===== src/rtl/ctl3w_pkg.sv =====
package ctl3w_pkg;

  localparam int unsigned BYTE_W  = 8;
  localparam int unsigned DADDR_W = 6;

  localparam logic [1:0] SET_DATA   = 2'b00;
  localparam logic [1:0] SET_STATUS = 2'b10;

  localparam logic [1:0] RID_STATUS = 2'd0;
  localparam logic [1:0] RID_VOLUME = 2'd1;
  localparam logic [1:0] RID_TONE   = 2'd2;
  localparam logic [1:0] RID_POWER  = 2'd3;

  typedef struct packed {
    logic [1:0] rate_sel;
    logic [2:0] fmt_sel;
    logic       dcf_en;
    logic [5:0] vol_att;
    logic [1:0] deemph;
    logic       mute;
    logic       adc_en;
    logic       dac_en;
  } cfg_t;

  localparam cfg_t CFG_DEFAULT = '{
    rate_sel: 2'b10,
    fmt_sel:  3'b000,
    dcf_en:   1'b0,
    vol_att:  6'd0,
    deemph:   2'b00,
    mute:     1'b0,
    adc_en:   1'b1,
    dac_en:   1'b1
  };

endpackage


===== src/rtl/ctl3w_sync.sv =====
module ctl3w_sync #(
  parameter int unsigned WIDTH  = 3,
  parameter int unsigned STAGES = 2
) (
  input  logic             clk,
  input  logic             rst_n,
  input  logic [WIDTH-1:0] d_i,
  output logic [WIDTH-1:0] q_o
);

  logic [STAGES-1:0][WIDTH-1:0] pipe_q;

  always_ff @(posedge clk or negedge rst_n) begin
    if (!rst_n) pipe_q[0] <= '0;
    else        pipe_q[0] <= d_i;
  end

  for (genvar s = 1; s < STAGES; s++) begin : g_stage
    always_ff @(posedge clk or negedge rst_n) begin
      if (!rst_n) pipe_q[s] <= '0;
      else        pipe_q[s] <= pipe_q[s-1];
    end
  end

  assign q_o = pipe_q[STAGES-1];

endmodule


===== src/rtl/ctl3w_deser.sv =====
module ctl3w_deser #(
  parameter int unsigned BITS = 8
) (
  input  logic            clk,
  input  logic            rst_n,
  input  logic            mode_s_i,
  input  logic            sclk_s_i,
  input  logic            sdat_s_i,
  output logic            byte_stb_o,
  output logic [BITS-1:0] byte_o,
  output logic            byte_mode_o
);

  localparam int unsigned CW = $clog2(BITS);
  localparam logic [CW-1:0] LAST = CW'(BITS - 1);

  logic            sclk_d_q, mode_d_q;
  logic [CW-1:0]   cnt_q, cnt_n, cnt_base;
  logic [BITS-1:0] shr_q, shr_n;
  logic            stb_q, stb_n;
  logic [BITS-1:0] byte_q, byte_n;
  logic            bmode_q, bmode_n;
  logic            rise, mode_chg;

  assign rise     = sclk_s_i & ~sclk_d_q;
  assign mode_chg = mode_s_i ^ mode_d_q;

  always_comb begin
    cnt_base = mode_chg ? '0 : cnt_q;
    cnt_n    = cnt_base;
    shr_n    = shr_q;
    stb_n    = 1'b0;
    byte_n   = byte_q;
    bmode_n  = bmode_q;
    if (rise) begin
      shr_n = {sdat_s_i, shr_q[BITS-1:1]};
      if (cnt_base == LAST) begin
        cnt_n   = '0;
        stb_n   = 1'b1;
        byte_n  = shr_n;
        bmode_n = mode_s_i;
      end else begin
        cnt_n = cnt_base + 1'b1;
      end
    end
  end

  always_ff @(posedge clk or negedge rst_n) begin
    if (!rst_n) begin
      sclk_d_q <= 1'b0;
      mode_d_q <= 1'b0;
      cnt_q    <= '0;
      shr_q    <= '0;
      stb_q    <= 1'b0;
      byte_q   <= '0;
      bmode_q  <= 1'b0;
    end else begin
      sclk_d_q <= sclk_s_i;
      mode_d_q <= mode_s_i;
      cnt_q    <= cnt_n;
      shr_q    <= shr_n;
      stb_q    <= stb_n;
      byte_q   <= byte_n;
      bmode_q  <= bmode_n;
    end
  end

  assign byte_stb_o  = stb_q;
  assign byte_o      = byte_q;
  assign byte_mode_o = bmode_q;

  // a completed byte always follows a detected bus clock rise
  assert_byte_after_rise_R4: assert property (@(posedge clk) disable iff (!rst_n)
    stb_q |-> $past(rise));

  // two byte completions can never be adjacent
  assert_no_double_strobe_R4: assert property (@(posedge clk) disable iff (!rst_n)
    stb_q |=> !stb_q);

endmodule


===== src/rtl/ctl3w_regfile.sv =====
module ctl3w_regfile
  import ctl3w_pkg::*;
#(
  parameter logic [DADDR_W-1:0] DEV_ADDR = 6'b000101
) (
  input  logic              clk,
  input  logic              rst_n,
  input  logic              byte_stb_i,
  input  logic [BYTE_W-1:0] byte_i,
  input  logic              byte_mode_i,
  output cfg_t              cfg_o,
  output logic              wr_o,
  output logic [1:0]        wr_id_o
);

  cfg_t       cfg_q, cfg_n;
  logic       sel_data_q, sel_data_n;
  logic       sel_stat_q, sel_stat_n;
  logic       wr_q, wr_n;
  logic [1:0] id_q, id_n;

  always_comb begin
    cfg_n      = cfg_q;
    sel_data_n = sel_data_q;
    sel_stat_n = sel_stat_q;
    wr_n       = 1'b0;
    id_n       = id_q;
    if (byte_stb_i) begin
      if (!byte_mode_i) begin
        if (byte_i[BYTE_W-1:2] == DEV_ADDR) begin
          sel_data_n = (byte_i[1:0] == SET_DATA);
          sel_stat_n = (byte_i[1:0] == SET_STATUS);
        end else begin
          sel_data_n = 1'b0;
          sel_stat_n = 1'b0;
        end
      end else if (sel_stat_q) begin
        if (byte_i[7:6] == 2'b00) begin
          cfg_n.rate_sel = byte_i[5:4];
          cfg_n.fmt_sel  = byte_i[3:1];
          cfg_n.dcf_en   = byte_i[0];
          wr_n           = 1'b1;
          id_n           = RID_STATUS;
        end
      end else if (sel_data_q) begin
        case (byte_i[7:6])
          2'b00: begin
            cfg_n.vol_att = byte_i[5:0];
            wr_n          = 1'b1;
            id_n          = RID_VOLUME;
          end
          2'b10: begin
            cfg_n.deemph = byte_i[4:3];
            cfg_n.mute   = byte_i[2];
            wr_n         = 1'b1;
            id_n         = RID_TONE;
          end
          2'b11: begin
            cfg_n.adc_en = byte_i[1];
            cfg_n.dac_en = byte_i[0];
            wr_n         = 1'b1;
            id_n         = RID_POWER;
          end
          default: ;
        endcase
      end
    end
  end

  always_ff @(posedge clk or negedge rst_n) begin
    if (!rst_n) begin
      cfg_q      <= CFG_DEFAULT;
      sel_data_q <= 1'b0;
      sel_stat_q <= 1'b0;
      wr_q       <= 1'b0;
      id_q       <= RID_STATUS;
    end else begin
      cfg_q      <= cfg_n;
      sel_data_q <= sel_data_n;
      sel_stat_q <= sel_stat_n;
      wr_q       <= wr_n;
      id_q       <= id_n;
    end
  end

  assign cfg_o   = cfg_q;
  assign wr_o    = wr_q;
  assign wr_id_o = id_q;

  // a write strobe only follows a completed data-mode byte
  assert_wr_after_data_byte_R8: assert property (@(posedge clk) disable iff (!rst_n)
    wr_q |-> ($past(byte_stb_i) && $past(byte_mode_i)));

  // with nothing selected a data byte writes nothing
  assert_deselected_quiet_R5: assert property (@(posedge clk) disable iff (!rst_n)
    (byte_stb_i && byte_mode_i && !sel_data_q && !sel_stat_q) |=> !wr_q);

  // the rate code only moves together with a status write strobe
  assert_rate_moves_on_status_R2: assert property (@(posedge clk) disable iff (!rst_n)
    !$stable(cfg_q.rate_sel) |-> (wr_q && id_q == RID_STATUS));

  // the volume code only moves together with a volume write strobe
  assert_vol_moves_on_volume_R3: assert property (@(posedge clk) disable iff (!rst_n)
    !$stable(cfg_q.vol_att) |-> (wr_q && id_q == RID_VOLUME));

  // data bytes leave the selection unchanged
  assert_sel_held_R7: assert property (@(posedge clk) disable iff (!rst_n)
    (byte_stb_i && byte_mode_i) |=> $stable({sel_data_q, sel_stat_q}));

  // at most one register set is ever selected
  assert_single_set_R6: assert property (@(posedge clk) disable iff (!rst_n)
    $onehot0({sel_data_q, sel_stat_q}));

endmodule


===== src/rtl/ctl3w_rx.sv =====
module ctl3w_rx
  import ctl3w_pkg::*;
#(
  parameter int unsigned SYNC_STAGES = 2
) (
  input  logic       clk,
  input  logic       rst_n,
  input  logic       cbus_mode_i,
  input  logic       cbus_clk_i,
  input  logic       cbus_dat_i,
  output logic [1:0] rate_sel_o,
  output logic [2:0] fmt_sel_o,
  output logic       dcf_en_o,
  output logic [5:0] vol_att_o,
  output logic [1:0] deemph_o,
  output logic       mute_o,
  output logic       adc_en_o,
  output logic       dac_en_o,
  output logic       wr_stb_o,
  output logic [1:0] wr_id_o
);

  logic [1:0]        rst_pipe_q;
  logic              rst_int_n;
  logic [2:0]        lines_s;
  logic              byte_stb;
  logic [BYTE_W-1:0] byte_val;
  logic              byte_mode;
  cfg_t              cfg;

  always_ff @(posedge clk or negedge rst_n) begin
    if (!rst_n) rst_pipe_q <= '0;
    else        rst_pipe_q <= {rst_pipe_q[0], 1'b1};
  end
  assign rst_int_n = rst_pipe_q[1];

  ctl3w_sync #(.WIDTH(3), .STAGES(SYNC_STAGES)) u_sync (
    .clk   (clk),
    .rst_n (rst_int_n),
    .d_i   ({cbus_mode_i, cbus_clk_i, cbus_dat_i}),
    .q_o   (lines_s)
  );

  ctl3w_deser #(.BITS(BYTE_W)) u_deser (
    .clk         (clk),
    .rst_n       (rst_int_n),
    .mode_s_i    (lines_s[2]),
    .sclk_s_i    (lines_s[1]),
    .sdat_s_i    (lines_s[0]),
    .byte_stb_o  (byte_stb),
    .byte_o      (byte_val),
    .byte_mode_o (byte_mode)
  );

  ctl3w_regfile u_regs (
    .clk         (clk),
    .rst_n       (rst_int_n),
    .byte_stb_i  (byte_stb),
    .byte_i      (byte_val),
    .byte_mode_i (byte_mode),
    .cfg_o       (cfg),
    .wr_o        (wr_stb_o),
    .wr_id_o     (wr_id_o)
  );

  assign rate_sel_o = cfg.rate_sel;
  assign fmt_sel_o  = cfg.fmt_sel;
  assign dcf_en_o   = cfg.dcf_en;
  assign vol_att_o  = cfg.vol_att;
  assign deemph_o   = cfg.deemph;
  assign mute_o     = cfg.mute;
  assign adc_en_o   = cfg.adc_en;
  assign dac_en_o   = cfg.dac_en;

endmodule


===== config.mk =====
export PLATFORM = sky130hd
export DESIGN_NAME = ctl3w_rx
export DESIGN_NICKNAME = d
export VERILOG_FILES = /design/src/rtl/ctl3w_pkg.sv /design/src/rtl/ctl3w_sync.sv /design/src/rtl/ctl3w_deser.sv /design/src/rtl/ctl3w_regfile.sv /design/src/rtl/ctl3w_rx.sv
export SDC_FILE = /design/constraint.sdc
export NUM_CORES = 1
export LEC_CHECK = 0
export BUFFER_PORTS_ARGS = -buffer_cell sky130_fd_sc_hd__buf_2
export CELL_PAD_IN_SITES_DETAIL_PLACEMENT = 0
export CELL_PAD_IN_SITES_GLOBAL_PLACEMENT = 2
export CORE_ASPECT_RATIO = 0.5
export CORE_MARGIN = 5
export CORE_UTILIZATION = 43
export DETAILED_ROUTE_END_ITERATION = 12
export GPL_TIMING_DRIVEN = 0
export PLACE_DENSITY = 0.84
export SKIP_LAST_GASP = 1
export SLEW_MARGIN = 30
export SYNTH_ARGS = -nofsm -noshare
export SYNTH_HDL_FRONTEND = slang
export SYNTH_SLANG_ARGS = --single-unit

===== constraint.sdc =====
create_clock -name clk -period 5 [get_ports clk]
set_clock_uncertainty 0.1 [all_clocks]
set_input_delay 1 -clock clk [delete_from_list [all_inputs] [get_ports clk]]
set_output_delay 1 -clock clk [all_outputs]
set_load 0.01 [all_outputs]

==> impl_metrics.py, run 1 <==
metrics = {
    "pwr": {
        "power_density_nw_per_um2": 347,
        "swShare_pct": 21.8,
        "power_switching_uw": 172,
        "ir_drop_mv": 0.135,
        "pwr-share-seq_pct": 59.5,
        "power_leakage_nw": 1.16,
        "power_frac_clock_pct": 36.6,
        "p_int_uw": 620,
        "p_comb_share_pct": 3.9,
    },
    "logic_synthesis": {
        "yosys_most_used_dff": "dfrtp_1",
        "syn_avg_cell_area_um2": 15.5,
        "synth_cells": 127,
        "ys_seq_area_share_pct": 66.1,
        "synth_cell_types": 29,
        "synth_edf_count": 0,
        "ys_warn_count": 0,
        "async_reset_ff_share_pct": 100,
        "ys_ff_latch": 52,
        "synth_area_um2": 1970,
        "synth_nets": 134,
    },
    "clock_tree": {
        "post_cts_buffers": 0,
        "cts_buffers": 5,
        "cts_resized": 0,
        "clkSinkCount": 52,
        "cts_tree": "done",
        "clkLatencyLatePin_ns": 0.30,
        "clockRootBuffer": "clkbuf_8",
        "path_clk_slew_ns": 0.10,
        "ctsHoldBuffers": 0,
        "clockBufferDepth": 2,
        "h-tree-depth": 2,
    },
    "global_route": {
        "grt_max_degree": 51,
        "grt_use_total_pct": 12.3,
        "grt_pass1_vias": 1164,
        "grt_pass1_wl_mm": 5.80,
        "antenna_found_initial": 0,
        "grt-ovfl-total": 0,
    },
    "sta": {
        "hold_violations": 0,
        "tns_ns": 0,
        "finalCriticalPeriod_ns": 2.06,
        "period_share_pct": 41.1,
        "slew_headroom_pct": 58.6,
        "setup-violations-final": 0,
        "tightest_slew_ns": 0.621,
        "slew_viol_final": 0,
        "fmax_ghz": 0.486,
        "rsz0062_at_grt": "no",
    },
    "floorplan": {
        "row_count": 17,
        "core_um2": 4420,
        "start_util_pct": 44.6,
        "dieWidth_um": 106,
        "die-area_um2": 6130,
        "die_h_um": 57.9,
        "ios": 25,
    },
    "cells_and_area": {
        "final_nets": 165,
        "diodes": 0,
        "areaGrowthSynthToFinish_pct": 15.7,
        "utilization_pct": 51.6,
        "fill_cells": 395,
        "drive_above_1_share_pct": 46.5,
    },
    "placed_design": {
        "portBuffers": 24,
        "place_hpwl_mm": 2.20,
        "gp_congestion": 0.676,
    },
    "critical_path": {
        "cp_slowest_stage_delay_ns": 0.54,
        "critPathSlowestCell": "dfstp_2",
        "r2r_start": "u_sync.q_o[2]",
        "crit_type": "register to output port",
        "critPathBufInv": 1,
        "worst-path-max-fanout": 2,
        "required_ns": 3.90,
        "cp-start-kind": "register",
        "worst_ep_arrival_time_ns": 0.96,
        "crit_path_end_kind": "output port",
        "cpLargestDelayFamily": "flip-flops",
        "crit_start": "u_regs.cfg_o[0]",
        "crit_chain": "buf_2",
    },
    "routing": {
        "ant_nets": 0,
        "num_vias": 1089,
        "dr.pass1.iters": 2,
        "wl_per_cell_um": 14.8,
        "drc_errors": 0,
        "via_per_inst": 5.04,
        "drt_iter0_drc": 32,
        "totalWireLength_mm": 3.20,
    },
    "min_path": {
        "hold_class": "register to async pin",
    },
    "status": {
        "outcome": "completed",
    },
    "job": {
        "drv_cap": 0,
    },
}
==> metal layers <==
metal	share of wire [%]	vias up	GRT usage (%)
li1	-	515	-
met1	47	557	15.9
met2	48	15	19.3
met3	4.3	2	4.45
met4	0.84	0	4.61
met5	0	-	0
==> power by group through the flow <==
stage | registers, mW | logic [mW] | clock network (mW)
after global routing | 0.476 | 0.0343 | 0.316
after global placement | 0.478 | 0.0293 | 0
final | 0.471 | 0.0308 | 0.290
after CTS | 0.472 | 0.0318 | 0.299
after floorplan | 0.472 | 0.0262 | 0
after detailed placement | 0.481 | 0.0316 | 0
==> Yosys cell counts (2+ instances only) <==
cell type	count	share of area, %
nor3b_1	2	0.76
ha_1	2	1.3
dfstp_2	3	4.0
dfrtp_1	49	62
and2_1	3	0.95
mux2_2	35	20
a32o_1	2	1.0
inv_1	2	0.38
nand2_1	2	0.38
nand4_1	2	0.63
clkbuf_1	3	0.57
a21oi_1	2	0.51
nand2b_1	4	1.3
==> area by class of cell <==
cell class / count / area, um2 / share of cell area (%)
repair buffers: 24 / 120 / 5.26
plain buffers: 4 / 16.3 / 0.712
multi-input cells: 69 / 646 / 28.3
clock inverters: 3 / 46.3 / 2.03
flip-flops and latches: 52 / 1310 / 57.3
inverters: 2 / 7.51 / 0.329
clock buffers: 5 / 68.8 / 3.01
well taps: 57 / 71.3 / 3.12
==> kinds of logic after synthesis <==
logic type / synth area share (%)
and+or+nand+nor: 7.67
adders and majority gates: 1.27
DFF: 66.1
muxes: 20.0
AOI/OAI and AO/OA: 2.73
buffers and inverters: 1.20
xor gates and xnor gates: 0.887
other: 0.190
==> worst paths after layout <==
path / to / slack [ns] / depth (start not counted)
min in group clk: u_sync.q_o[1] / 0.26 / 0
max: dac_en_o / 2.94 / 1
min reg2reg: u_deser.cnt_q[1] / 0.25 / 0
max reg2reg: u_deser.byte_o[5] / 2.95 / 6
max in group asynchronous: u_deser.byte_o[4] / 4.13 / 0
min: u_deser.cnt_q[1] / 0.25 / 0
==> state kept, by name, indices dropped and copies added, names as in the netlist <==
signal and cells:
u_regs.sel_data_q 1, u_deser.byte_stb_o 1, u_regs.wr_id_o 2, u_regs.cfg_o 17, u_deser.shr_q 7, u_deser.sclk_d_q 1, u_deser.mode_d_q 1, u_regs.sel_stat_q 1
u_sync.pipe_q 3, rst_pipe_q 2, u_deser.cnt_q 3, u_regs.wr_o 1, u_deser.byte_o 8, u_deser.byte_mode_o 1, u_sync.q_o 3
==> placed cells by master, fill, tap and decap left out, types with 2 or more instances in the layout <==
cell	instances
a21oi_1	2
nand2_1	2
ha_1	2
nor3b_1	2
mux2_2	35
nand4_1	2
clkbuf_1	3
inv_1	2
and2_1	3
dfrtp_1	48
buf_2	25
a32o_1	2
nand2b_1	4
dfstp_2	3
clkbuf_8	5
==> through the flow <==
stage	setup slack [ns]	hold WS, ns	cell area [um2]	power, mW	cells
final	2.94	0.253	2280	0.792	216
after global routing	2.81	0.265	2280	0.827	216
after CTS	2.92	0.259	2280	0.803	216
after detailed placement	2.95	0.236	2170	0.513	208
after global placement	2.86	0.232	2170	0.507	208
after floorplan	3.15	0.231	1970	0.498	127
No activity file was read; power rests on OpenSTA's default activity.
==> run 2, diff against run 1 <==
--- a/config.mk
+++ b/config.mk
@@ -10,10 +10,10 @@
 export CELL_PAD_IN_SITES_GLOBAL_PLACEMENT = 2
 export CORE_ASPECT_RATIO = 0.5
 export CORE_MARGIN = 5
-export CORE_UTILIZATION = 43
+export CORE_UTILIZATION = 36
 export DETAILED_ROUTE_END_ITERATION = 12
 export GPL_TIMING_DRIVEN = 0
-export PLACE_DENSITY = 0.84
+export PLACE_DENSITY = 0.75
 export SKIP_LAST_GASP = 1
 export SLEW_MARGIN = 30
 export SYNTH_ARGS = -nofsm -noshare
==> constraint.sdc (replaced) <==
create_clock -name clk -period 1.75 [get_ports clk]
set_clock_uncertainty 0.1 [all_clocks]
set_input_delay 0.35 -clock clk [delete_from_list [all_inputs] [get_ports clk]]
set_output_delay 0.35 -clock clk [all_outputs]
set_load 0.01 [all_outputs]
==> impl_metrics.py, run 2 (synthesis gave the netlist of run 1 again) <==
metrics = {
    "status": {
        "outcome": "completed",
    },
    "clock_tree": {
        "clkLatencyLatePin_ns": 0.30,
        "cts_buffers": 5,
        "clkSinkCount": 52,
        "h-tree-depth": 2,
        "cts_tree": "done",
        "path_clk_slew_ns": 0.09,
        "clockBufferDepth": 2,
        "clockRootBuffer": "clkbuf_8",
    },
    "critical_path": {
        "r2r_start": "u_sync.q_o[2]",
        "r2r_cells": 6,
        "crit_start": "u_sync.q_o[2]",
        "r2r_end": "u_deser.byte_o[3]",
        "cpLargestDelayFamily": "flip-flops",
        "crit_chain": "xnor2_2 > and2_4 > ha_4 > ha_4 > nand2_4 > mux2_2",
        "cp-start-kind": "register",
        "r2r_slack_ns": 0.04,
        "cp_slowest_stage_delay_ns": 0.41,
        "crit_end": "u_deser.byte_o[3]",
        "worst_ep_arrival_time_ns": 1.80,
        "path_depth": 6,
        "crit_type": "register to register",
        "crit_path_end_kind": "register",
        "required_ns": 1.84,
        "critPathBufInv": 0,
        "worst-path-max-fanout": 5,
        "cpMostUsedCell": "ha_4",
        "critPathSlowestCell": "dfrtp_1",
    },
    "floorplan": {
        "ios": 25,
        "core_um2": 5400,
        "row_count": 19,
        "die_h_um": 62.4,
        "dieWidth_um": 115,
        "start_util_pct": 36.6,
        "die-area_um2": 7160,
    },
    "routing": {
        "via_per_inst": 4.71,
        "num_vias": 1117,
        "totalWireLength_mm": 3.45,
        "dr.pass1.iters": 4,
        "drt_iter0_drc": 18,
        "wl_per_cell_um": 14.5,
        "ant_nets": 0,
        "drc_errors": 0,
    },
    "placed_design": {
        "dp_cells": 224,
        "place_hpwl_mm": 2.25,
        "post-place-ws_ns": -0.115,
        "portBuffers": 24,
        "gp_congestion": 0.685,
    },
    "sta": {
        "fmax_ghz": 0.583,
        "tightest_slew_ns": 0.620,
        "rsz0062_at_grt": "yes",
        "hold_violations": 0,
        "slew_viol_final": 0,
        "period_share_pct": 98.0,
        "fin_ws_ns": 0.0354,
        "finalCriticalPeriod_ns": 1.71,
        "slew_headroom_pct": 58.7,
        "setup-violations-final": 0,
        "tns_ns": 0,
    },
    "global_route": {
        "antenna_found_initial": 0,
        "grt_pass1_vias": 1138,
        "grt_use_total_pct": 10.9,
        "grt_max_degree": 51,
        "grt-ovfl-total": 0,
        "grt_pass1_wl_mm": 6.02,
    },
    "pwr": {
        "p_total_mw": 2.26,
        "pwr-share-seq_pct": 59.6,
        "power_switching_uw": 482,
        "ir_drop_mv": 0.387,
        "power_frac_clock_pct": 35.7,
        "power_density_nw_per_um2": 936,
        "swShare_pct": 21.3,
        "p_comb_share_pct": 4.7,
        "p_int_mw": 1.78,
        "power_leakage_nw": 1.22,
    },
    "cells_and_area": {
        "final_cells": 237,
        "final_nets": 170,
        "layout_common_cells": "dfrtp_1 (48), mux2_2 (31), buf_2 (25), clkbuf_8 (5)",
        "drive_above_1_share_pct": 51.8,
        "layout_commonest_cell": "dfrtp_1",
        "diodes": 0,
        "largest_reg_flops": 17,
        "areaGrowthSynthToFinish_pct": 22.4,
    },
    "job": {
        "drv_cap": 0,
    },
    "min_path": {
        "hold_class": "primary input to register",
    },
}
-- run 2: cell types whose count changed in the layout (fill, tap and decap cells not counted), moves of 2 or more --
cell	before	now
ha_4	0	2
mux2_4	0	4
ha_1	2	0
and2_4	0	2
and2_1	3	1
mux2_2	35	31
buf_4	0	4
-- run 2: timing repair --
action                                  in CTS  in global routing
setup buffers                                2                  2
hold buffers                                 1                  0
gates resized for setup                     13                  1
pin swaps                                    2                  0
endpoints found under the setup margin       9                 18
endpoints found under the hold margin        2                  0
cloned                                       1                  0
-- run 2: area by class of cell --
cell class / instances / area, um2
Clock buffer: 6 / 72.6
Timing Repair Buffer: 29 / 160
Fill cell: 491 / 2980
Buffer: 3 / 12.5
Clock inverter: 2 / 35.0
Multi-Input combinational cell: 70 / 728
Tap cell: 73 / 91.3
Sequential cell: 52 / 1310
Inverter: 2 / 7.51
-- run 2: worst min path at each step --
stage / cells past startpoint / slack (ns) / start / end
2_1_floorplan: 0 / -0.05 / rst_n / rst_pipe_q[0]
3_3_place_gp: 1 / 0.03 / rst_n / rst_pipe_q[0]
3_5_place_dp: 1 / 0.04 / rst_n / rst_pipe_q[0]
4_1_cts: 1 / 0.04 / cbus_dat_i / u_sync.pipe_q[0]
5_1_grt: 1 / 0.03 / cbus_mode_i / u_sync.pipe_q[2]
6_report: 1 / 0.05 / cbus_mode_i / u_sync.pipe_q[2]
-- run 2: power groups by stage --
stage | Combinational, mW | Clock [mW] | Sequential [mW]
2_1_floorplan | 0.0756 | 0 | 1.35
3_3_place_gp | 0.0851 | 0 | 1.37
3_5_place_dp | 0.0887 | 0 | 1.37
4_1_cts | 0.108 | 0.839 | 1.35
5_1_grt | 0.118 | 0.892 | 1.37
6_report | 0.106 | 0.808 | 1.35
-- run 2: worst register-to-register path, delay by kind of cell, from the launching register on --
kind | cells | cell delay (ns)
xor gates and xnor gates | 1 | 0.15
adders and majority gates | 2 | 0.34
DFF | 1 | 0.41
muxes | 1 | 0.33
and+or+nand+nor | 2 | 0.28
-- run 2: per-layer routing --
layer  GRT usage (%)  part of all wire [%]
met5               0                     0
met3            3.30                   3.5
met1            15.1                    50
met4            4.83                   2.1
met2            15.7                    44
-- run 2: stage by stage --
stage | instance area, um2 | hold slack [ns] | utilization [%]
final | 2420 | 0.0485 | 44.8
after global routing | 2420 | 0.0282 | 44.8
after CTS | 2400 | 0.0351 | 44.5
after detailed placement | 2200 | 0.0381 | 40.7
after global placement | 2190 | 0.0348 | 40.6
after floorplan | 1980 | -0.0456 | -
